<file path="src/rtl/jabg_pkg.sv">
package jabg_pkg;

  typedef enum logic {
    GS_OPEN = 1'b0,
    GS_JAM  = 1'b1
  } guard_state_t;

  // Width able to hold values 0..max_val
  function automatic int unsigned cnt_width(input int unsigned max_val);
    return (max_val < 2) ? 1 : $clog2(max_val + 1);
  endfunction

  // True when a counter sits on the final step of a span of 'span' steps
  function automatic logic at_final(input int unsigned cnt, input int unsigned span);
    return (cnt == span - 1);
  endfunction

endpackage

</file>
<file path="src/rtl/jabg_prescale.sv">
module jabg_prescale #(
  parameter int unsigned CLKS_PER_TICK = 25000
) (
  input  logic clk,
  input  logic rst_n,
  output logic tick
);
  import jabg_pkg::*;

  localparam int unsigned PW = cnt_width(CLKS_PER_TICK - 1);

  logic [PW-1:0] div_cnt;
  logic          wrap_now;

  assign wrap_now = at_final(int'(div_cnt), CLKS_PER_TICK);
  assign tick     = wrap_now;

  always_ff @(posedge clk or negedge rst_n) begin
    if (!rst_n)        div_cnt <= '0;
    else if (wrap_now) div_cnt <= '0;
    else               div_cnt <= div_cnt + 1'b1;
  end

  // Ticks never come on adjacent clocks when the divider is above one
  if (CLKS_PER_TICK > 1) begin : g_gap_chk
    p_tick_spacing_r4: assert property (@(posedge clk) disable iff (!rst_n)
      tick |=> !tick);
  end

endmodule

</file>
<file path="src/rtl/jabg_tx_timer.sv">
module jabg_tx_timer #(
  parameter int unsigned TX_LIMIT = 100
) (
  input  logic clk,
  input  logic rst_n,
  input  logic tick,
  input  logic tx_en,
  input  logic ten_mode,
  input  logic jam,
  output logic expire
);
  import jabg_pkg::*;

  localparam int unsigned TW = cnt_width(TX_LIMIT);

  logic [TW-1:0] tx_cnt;
  logic          run;
  logic          last_step;

  assign run       = tx_en & ten_mode & ~jam;
  assign last_step = at_final(int'(tx_cnt), TX_LIMIT);
  assign expire    = run & tick & last_step;

  always_ff @(posedge clk or negedge rst_n) begin
    if (!rst_n)            tx_cnt <= '0;
    else if (!run)         tx_cnt <= '0;
    else if (tick) begin
      if (last_step)       tx_cnt <= '0;
      else                 tx_cnt <= tx_cnt + 1'b1;
    end
  end

  p_cnt_bound_r3: assert property (@(posedge clk) disable iff (!rst_n)
    tx_cnt < TW'(TX_LIMIT));

  p_expire_mode_r10: assert property (@(posedge clk) disable iff (!rst_n)
    expire |-> ten_mode);

  // After a clock with the enable low the count restarts from zero
  p_low_clears_r5: assert property (@(posedge clk) disable iff (!rst_n)
    !tx_en |=> (tx_cnt == '0));

endmodule

</file>
<file path="src/rtl/jabg_unjam.sv">
module jabg_unjam #(
  parameter int unsigned UNJAM_TICKS = 500
) (
  input  logic clk,
  input  logic rst_n,
  input  logic tick,
  input  logic tx_en,
  input  logic enter,
  output logic jam,
  output logic leave
);
  import jabg_pkg::*;

  localparam int unsigned IW = cnt_width(UNJAM_TICKS);

  guard_state_t  state;
  logic [IW-1:0] idle_cnt;
  logic          idle_last;

  assign jam       = (state == GS_JAM);
  assign idle_last = at_final(int'(idle_cnt), UNJAM_TICKS);
  assign leave     = jam & ~tx_en & tick & idle_last;

  always_ff @(posedge clk or negedge rst_n) begin
    if (!rst_n)     state <= GS_OPEN;
    else if (enter) state <= GS_JAM;
    else if (leave) state <= GS_OPEN;
  end

  always_ff @(posedge clk or negedge rst_n) begin
    if (!rst_n)              idle_cnt <= '0;
    else if (!jam || tx_en)  idle_cnt <= '0;
    else if (tick) begin
      if (idle_last)         idle_cnt <= '0;
      else                   idle_cnt <= idle_cnt + 1'b1;
    end
  end

  p_jam_holds_r8: assert property (@(posedge clk) disable iff (!rst_n)
    (jam && !leave) |=> jam);

  p_leave_idle_r9: assert property (@(posedge clk) disable iff (!rst_n)
    leave |-> !tx_en);

  p_enter_leave_excl_r4: assert property (@(posedge clk) disable iff (!rst_n)
    !(enter && leave));

endmodule

</file>
<file path="src/rtl/jabg_guard.sv">
module jabg_guard #(
  parameter int unsigned CLKS_PER_TICK = 25000,
  parameter int unsigned TX_LIMIT      = 100,
  parameter int unsigned UNJAM_TICKS   = 500,
  parameter int unsigned DATA_W        = 4
) (
  input  logic              clk,
  input  logic              rst_n,
  input  logic              ten_mode,
  input  logic              mii_tx_en,
  input  logic [DATA_W-1:0] mii_txd,
  input  logic              stat_rd,
  output logic              tx_en_gated,
  output logic [DATA_W-1:0] txd_gated,
  output logic              jam_active,
  output logic              jam_sticky
);

  logic tick_w;
  logic expire_w;
  logic leave_w;
  logic jam_w;

  jabg_prescale #(.CLKS_PER_TICK(CLKS_PER_TICK)) u_pre (
    .clk   (clk),
    .rst_n (rst_n),
    .tick  (tick_w)
  );

  jabg_tx_timer #(.TX_LIMIT(TX_LIMIT)) u_txt (
    .clk      (clk),
    .rst_n    (rst_n),
    .tick     (tick_w),
    .tx_en    (mii_tx_en),
    .ten_mode (ten_mode),
    .jam      (jam_w),
    .expire   (expire_w)
  );

  jabg_unjam #(.UNJAM_TICKS(UNJAM_TICKS)) u_unj (
    .clk   (clk),
    .rst_n (rst_n),
    .tick  (tick_w),
    .tx_en (mii_tx_en),
    .enter (expire_w),
    .jam   (jam_w),
    .leave (leave_w)
  );

  always_ff @(posedge clk or negedge rst_n) begin
    if (!rst_n)        jam_sticky <= 1'b0;
    else if (expire_w) jam_sticky <= 1'b1;
    else if (stat_rd)  jam_sticky <= 1'b0;
  end

  assign jam_active  = jam_w;
  assign tx_en_gated = mii_tx_en & ~jam_w;
  assign txd_gated   = jam_w ? '0 : mii_txd;

  p_entry_follows_r4: assert property (@(posedge clk) disable iff (!rst_n)
    expire_w |=> jam_active);

  p_sticky_on_entry_r7: assert property (@(posedge clk) disable iff (!rst_n)
    $rose(jam_active) |-> jam_sticky);

  p_release_after_leave_r8: assert property (@(posedge clk) disable iff (!rst_n)
    $fell(jam_active) |-> $past(leave_w));

endmodule

</file>
<file path="config.mk">
export PLATFORM = sky130hd
export DESIGN_NAME = jabg_guard
export DESIGN_NICKNAME = d
export VERILOG_FILES = /design/src/rtl/jabg_pkg.sv /design/src/rtl/jabg_prescale.sv /design/src/rtl/jabg_tx_timer.sv /design/src/rtl/jabg_unjam.sv /design/src/rtl/jabg_guard.sv
export SDC_FILE = /design/constraint.sdc
export NUM_CORES = 1
export LEC_CHECK = 0
export ABC_AREA = 0
export CORE_MARGIN = 1.5
export CORE_UTILIZATION = 40
export CTS_CLUSTER_DIAMETER = 120
export DETAILED_ROUTE_END_ITERATION = 16
export DONT_BUFFER_PORTS = 1
export PLACE_DENSITY_LB_ADDON = 0.05
export SYNTH_ARGS = -nofsm -noshare
export SYNTH_HDL_FRONTEND = slang
export SYNTH_SLANG_ARGS = --single-unit
</file>
<file path="constraint.sdc">
create_clock -name clk -period 2.3 [get_ports clk]
set_input_delay 0 -clock clk [delete_from_list [all_inputs] [get_ports clk]]
set_output_delay 0 -clock clk [all_outputs]
set_load 0.005 [all_outputs]
</file>
# Word level (Yosys, flattened, before mapping)
# Cells that the tools add are included.
# totals
ff_bits	33
elab_cells	39
# op_classes
add_sub_neg	3
n_eq_ne	4
mux	12
n_bitwise	10
n_reduce_logical	5
# op_table
operator	count
two-way mux 9 bit	3
two-way mux 7 bit	3
adder 15 x 1 -> 15 bit, second input constant	1
== test 15 bit, second input constant	1
two-way mux 15 bit	1
adder 9 x 1 -> 9 bit, second input constant	1
== test 9 bit, second input constant	1
bitwise AND 1 bit	8
adder 7 x 1 -> 7 bit, second input constant	1
== test 7 bit, second input constant	1
nonzero test 2 bit	3
two-way mux 1 bit	4
two-way mux 4 bit	1
inequality test 2 x 1 -> 1 bit, second input constant	1
inverter 1 bit	2
zero test 1 bit	1
logical OR 1 bit	1

# Longest topological paths before layout
# logic_depth
word_depth	6
depth_mapped	7
ltp_nobuf	6

# Cells and area by module
# A second synthesis with hierarchy kept.
# hier_totals
hier_cells	184
area_unflattened_um2	1803.0
# modules_own_cells
module	n_inst	cells_per_inst	area_each_um2
jabg_prescale	1	75	784.5
jabg_unjam	1	59	559.3
jabg_tx_timer	1	42	391.6
jabg_guard	1	8	67.6

# Worst setup path before layout
# Ideal clock, no wire load.
# synth_path
path_type	flip-flop to flip-flop
from	register u_pre.div_cnt[9]
to	register u_unj.idle_cnt[8]
t_arrival_ns	1.809
t_required_ns	2.218
path_slack_ns	0.409
stages_incl_launch_ff	7
cell_sequence	dfrtp_1 or4b_4 nor4_2 nor3b_2 buf_4 o21ai_2 a31oi_1
# synth_between
elab_chain_cells	2
# synth_lines
item	line	text
from (decl)	jabg_prescale.sv:12	logic [PW-1:0] div_cnt;
from (signal assigned)	jabg_prescale.sv:21	else div_cnt <= div_cnt + 1'b1;
== test 15 bit	jabg_pkg.sv:15	return (cnt == span - 1);
nonzero test 2 bit (no line)	n/a	
to (signal assigned)	jabg_unjam.sv:35	else idle_cnt <= idle_cnt + 1'b1;
to (decl)	jabg_unjam.sv:17	logic [IW-1:0] idle_cnt;
# Every way passes these cells.
# A chain may end at the register's enable or synchronous reset.

# Worst setup path in the final report
# layout_path
from	register u_pre.div_cnt[9]
to	register u_txt.tx_cnt[2]
# layout_between
elab_chain_cells	2
# layout_lines
item	line	text
== test 15 bit	jabg_pkg.sv:15	
inequality test 2 x 1 -> 1 bit (no line)	n/a	
to (signal assigned)	jabg_tx_timer.sv:29	else tx_cnt <= tx_cnt + 1'b1;
to (decl)	jabg_tx_timer.sv:16	logic [TW-1:0] tx_cnt;
# Every way passes these cells.

==> flow_metrics.tcl <==
set metrics [dict create \
    grt_start_max_net_pins 34 \
    min_period_ps 2190 \
    critPathSlowestCell "or4b_4" \
    worstReg2RegEnd "u_txt.tx_cnt[2]" \
    synth_edf_count 0 \
    synth_cells 174 \
    cts_tree "yes" \
    p_per_area_mw_per_mm2 565 \
    setup_tns_ps 0 \
    finalSetupViolCount 0 \
    layout_common_cells "dfrtp_1 (33), nor2_1 (22), nand2_1 (17), nand3_1 (13), xor2_1 (9)" \
    yosys.area.top_type "dfrtp_1" \
    rows 23 \
    synthDominantCellAreaShare_pct 48.9 \
    fp.dieH_um 68.0 \
    numPlacedInstances 226 \
    clkTransAtPathRegs_ps 70 \
    drcViolationCount 0 \
    path_class "flop to flop" \
    h-tree-depth 2 \
    grt_pass1_vias 1233 \
    fin_util_pct 48.1 \
    avgViaCountPerCell 5.56 \
    core_sq_mm 0.00403 \
    wl_per_cell_um 14.4 \
    cp.arrival_ps 2370 \
    diodes 0 \
    drive_above_1_share_pct 11.1 \
    critPathMaxStageDelay_ps 560 \
    synth_seq_cells 33 \
    whs_endpoint "u_txt.tx_cnt[4]" \
    synth_area_sq_mm 0.00169 \
    synth.distinct_cells 39 \
    cts.sinks 33 \
    fillers 393 \
    max_cap_viol_count 0 \
    max_freq_mhz 457 \
    antenna_found_initial 0 \
    peakVddDrop_mv 0.282 \
    tightest_slew_ps 413 \
    p_sw_w 0.000234 \
    ys_warn_count 0 \
    avgSynthCellArea_sq_um 9.71 \
    stdcell_count 239 \
    status "finished, final reports clean" \
    critical_path_required_ps 2490 \
    combPwrFrac_pct 2.6 \
    fin_crit_sh_pct 95.0 \
    p_int_w 0.000861 \
    fin_worst_skew_ps 6.29 \
    hold_start "ten_mode" \
    seq_power_share_pct 53.0 \
    maxSlewViolCount 0 \
    min_path_cells 2 \
    place_congestion 0.798 \
    cts_root_buffer "clkbuf_8" \
    drtIter0Drc 88 \
    switching_share_pct 21.4 \
    yosys-top-cells-area "dfrtp_1 (49%), nor2_1 (4.9%), xor2_1 (4.7%), nand3_1 (3.9%), nand2_1 (3.8%)" \
    timing_hold_violations_final 0 \
    static-leakage-power_nw 0.848 \
    clock_latency_ps 290 \
    reg2reg_from "u_pre.div_cnt[9]" \
    grt_util_all_layers_pct 16.6 \
    hp-class "input pin to flop" \
    finish.net_count 200 \
    start_util_pct 41.9 \
    rr_worst_depth 6 \
    syn-num-nets 186 \
    crit_path_max_fanout 19 \
    slew_headroom_pct 72.2 \
    async_flop_share_pct 100 \
    syn_to_final_growth_pct 14.7 \
    worstSetupStartpointType "flop" \
    io_pins 16 \
    end_kind "flop" \
    grt_first_pass_wirelength_mm 5.55 \
    synth-main-ff-cell "dfrtp_1" \
    dp_hpwl_mm 2.41 \
    final_common_cell "dfrtp_1" \
    cp_cell_sequence "or4b_4, nor4_2, buf_6, and2b_1, a21oi_1, a311oi_1" \
    numCtsBuffers 5 \
    antenna_left 0 \
    first_pass_iters 4 \
    portBuffers 0 \
    die_w_um 68.0 \
    die-area_sq_mm 0.00462 \
    wl_mm 3.45 \
    vias 1328 \
    clockBufferDepth 2 \
    grt_overflow_total 0 \
    ff2ff_setup_slack_ps 110 \
    clkPwrFrac_pct 44.4 \
    rsz0062_at_grt "false" \
    synth-seq-area-share_pct 48.9 \
    whs_ps 25.5 \
]
repair_timing:
action / in CTS / in global routing
endpoints found under the setup margin: 0 / 1
buffers inserted: 0 / 0
endpoints found under the hold margin: 36 / 0
hold buffers: 5 / 0
gates resized for setup: 0 / 1
flip-flops by register name, summed over array words and instances (netlist names):
name / count
u_pre.div_cnt: 15
u_txt.tx_cnt: 7
u_unj.idle_cnt: 9
u_unj.jam: 1
jam_sticky: 1
power groups by stage:
stage               combinational (W)  sequential [W]  clock, W
floorplan                  0.00000679        0.000591         0
global placement           0.00000850        0.000591         0
detailed placement         0.00000855        0.000591         0
CTS                         0.0000308        0.000580  0.000500
global route                0.0000331        0.000580  0.000522
finish                      0.0000290        0.000580  0.000486
area by class of cell:
type / instances / area [sq um] / share of cell area (%)
repair buffers: 11 / 109 / 5.62
clock buffers: 7 / 96.3 / 4.97
clock inverters: 1 / 5.00 / 0.258
multi-input cells: 133 / 825 / 42.5
well taps: 50 / 62.6 / 3.23
flip-flops and latches: 33 / 826 / 42.6
inverters: 4 / 15.0 / 0.775
stage by stage:
step / instance area (sq um) / setup slack, ps / total power, W
floorplan: 1690 / 409 / 0.000598
global placement: 1770 / 218 / 0.000600
detailed placement: 1770 / 95.0 / 0.000600
CTS: 1930 / 81.7 / 0.00111
global route: 1940 / 43.1 / 0.00113
finish: 1940 / 114 / 0.00110
synthesized netlist by cell type (2+ instances only):
master    count
nand4b_1      3
or3_1         2
nand2_1      17
and3_1        4
nand4_1       3
a311oi_1      2
dfrtp_1      33
nand3b_1      2
buf_4         2
a22o_1        3
nor2_1       22
inv_1         4
ha_1          3
xor2_1        9
mux2i_1       2
nor2b_1       6
a21oi_1       8
a31oi_1       4
nor3_1        4
xnor2_1       5
nand2b_1      2
o21ai_0       5
nand3_1      13
kinds of logic (layout without fill, tap and decap cells):
logic type      count (synthesis)  count (layout)  share of synthesized area, %
fa+ha+maj                       3               3                          2.22
simple gates                   87              87                          27.7
mux                             3               3                          1.85
buf+inv                         8              23                          2.30
compound gates                 26              26                          9.78
xor+xnor                       14              14                          7.26
flops                          33              33                          48.9
worst max-delay path, delay by kind of cell (launching register included):
kind	cells	cell delay (ps)
and+or+nand+nor	3	1120
AOI/OAI and AO/OA	2	300
DFF	1	420
buffers and inverters	1	240
worst max-delay path by stage:
stage | startpoint | endpoint | slack [ps] | depth (start not counted)
after floorplan | u_pre.div_cnt[9] | u_unj.idle_cnt[8] | 410 | 6
after global placement | u_pre.div_cnt[9] | u_txt.tx_cnt[2] | 220 | 6
after detailed placement | u_pre.div_cnt[9] | u_txt.tx_cnt[2] | 90 | 6
after CTS | u_pre.div_cnt[9] | u_txt.tx_cnt[2] | 80 | 6
after global routing | u_pre.div_cnt[9] | u_txt.tx_cnt[2] | 40 | 6
final | u_pre.div_cnt[9] | u_txt.tx_cnt[2] | 110 | 6
routing by layer:
layer,up-vias,share of wire [%],track usage [%]
met5,-,0,0
met4,0,2.6,9.75
met3,9,3.2,3.95
met2,23,49,26.6
met1,653,46,20.2
li1,643,-,-
Note: power is estimated with default switching activity, not from simulation.
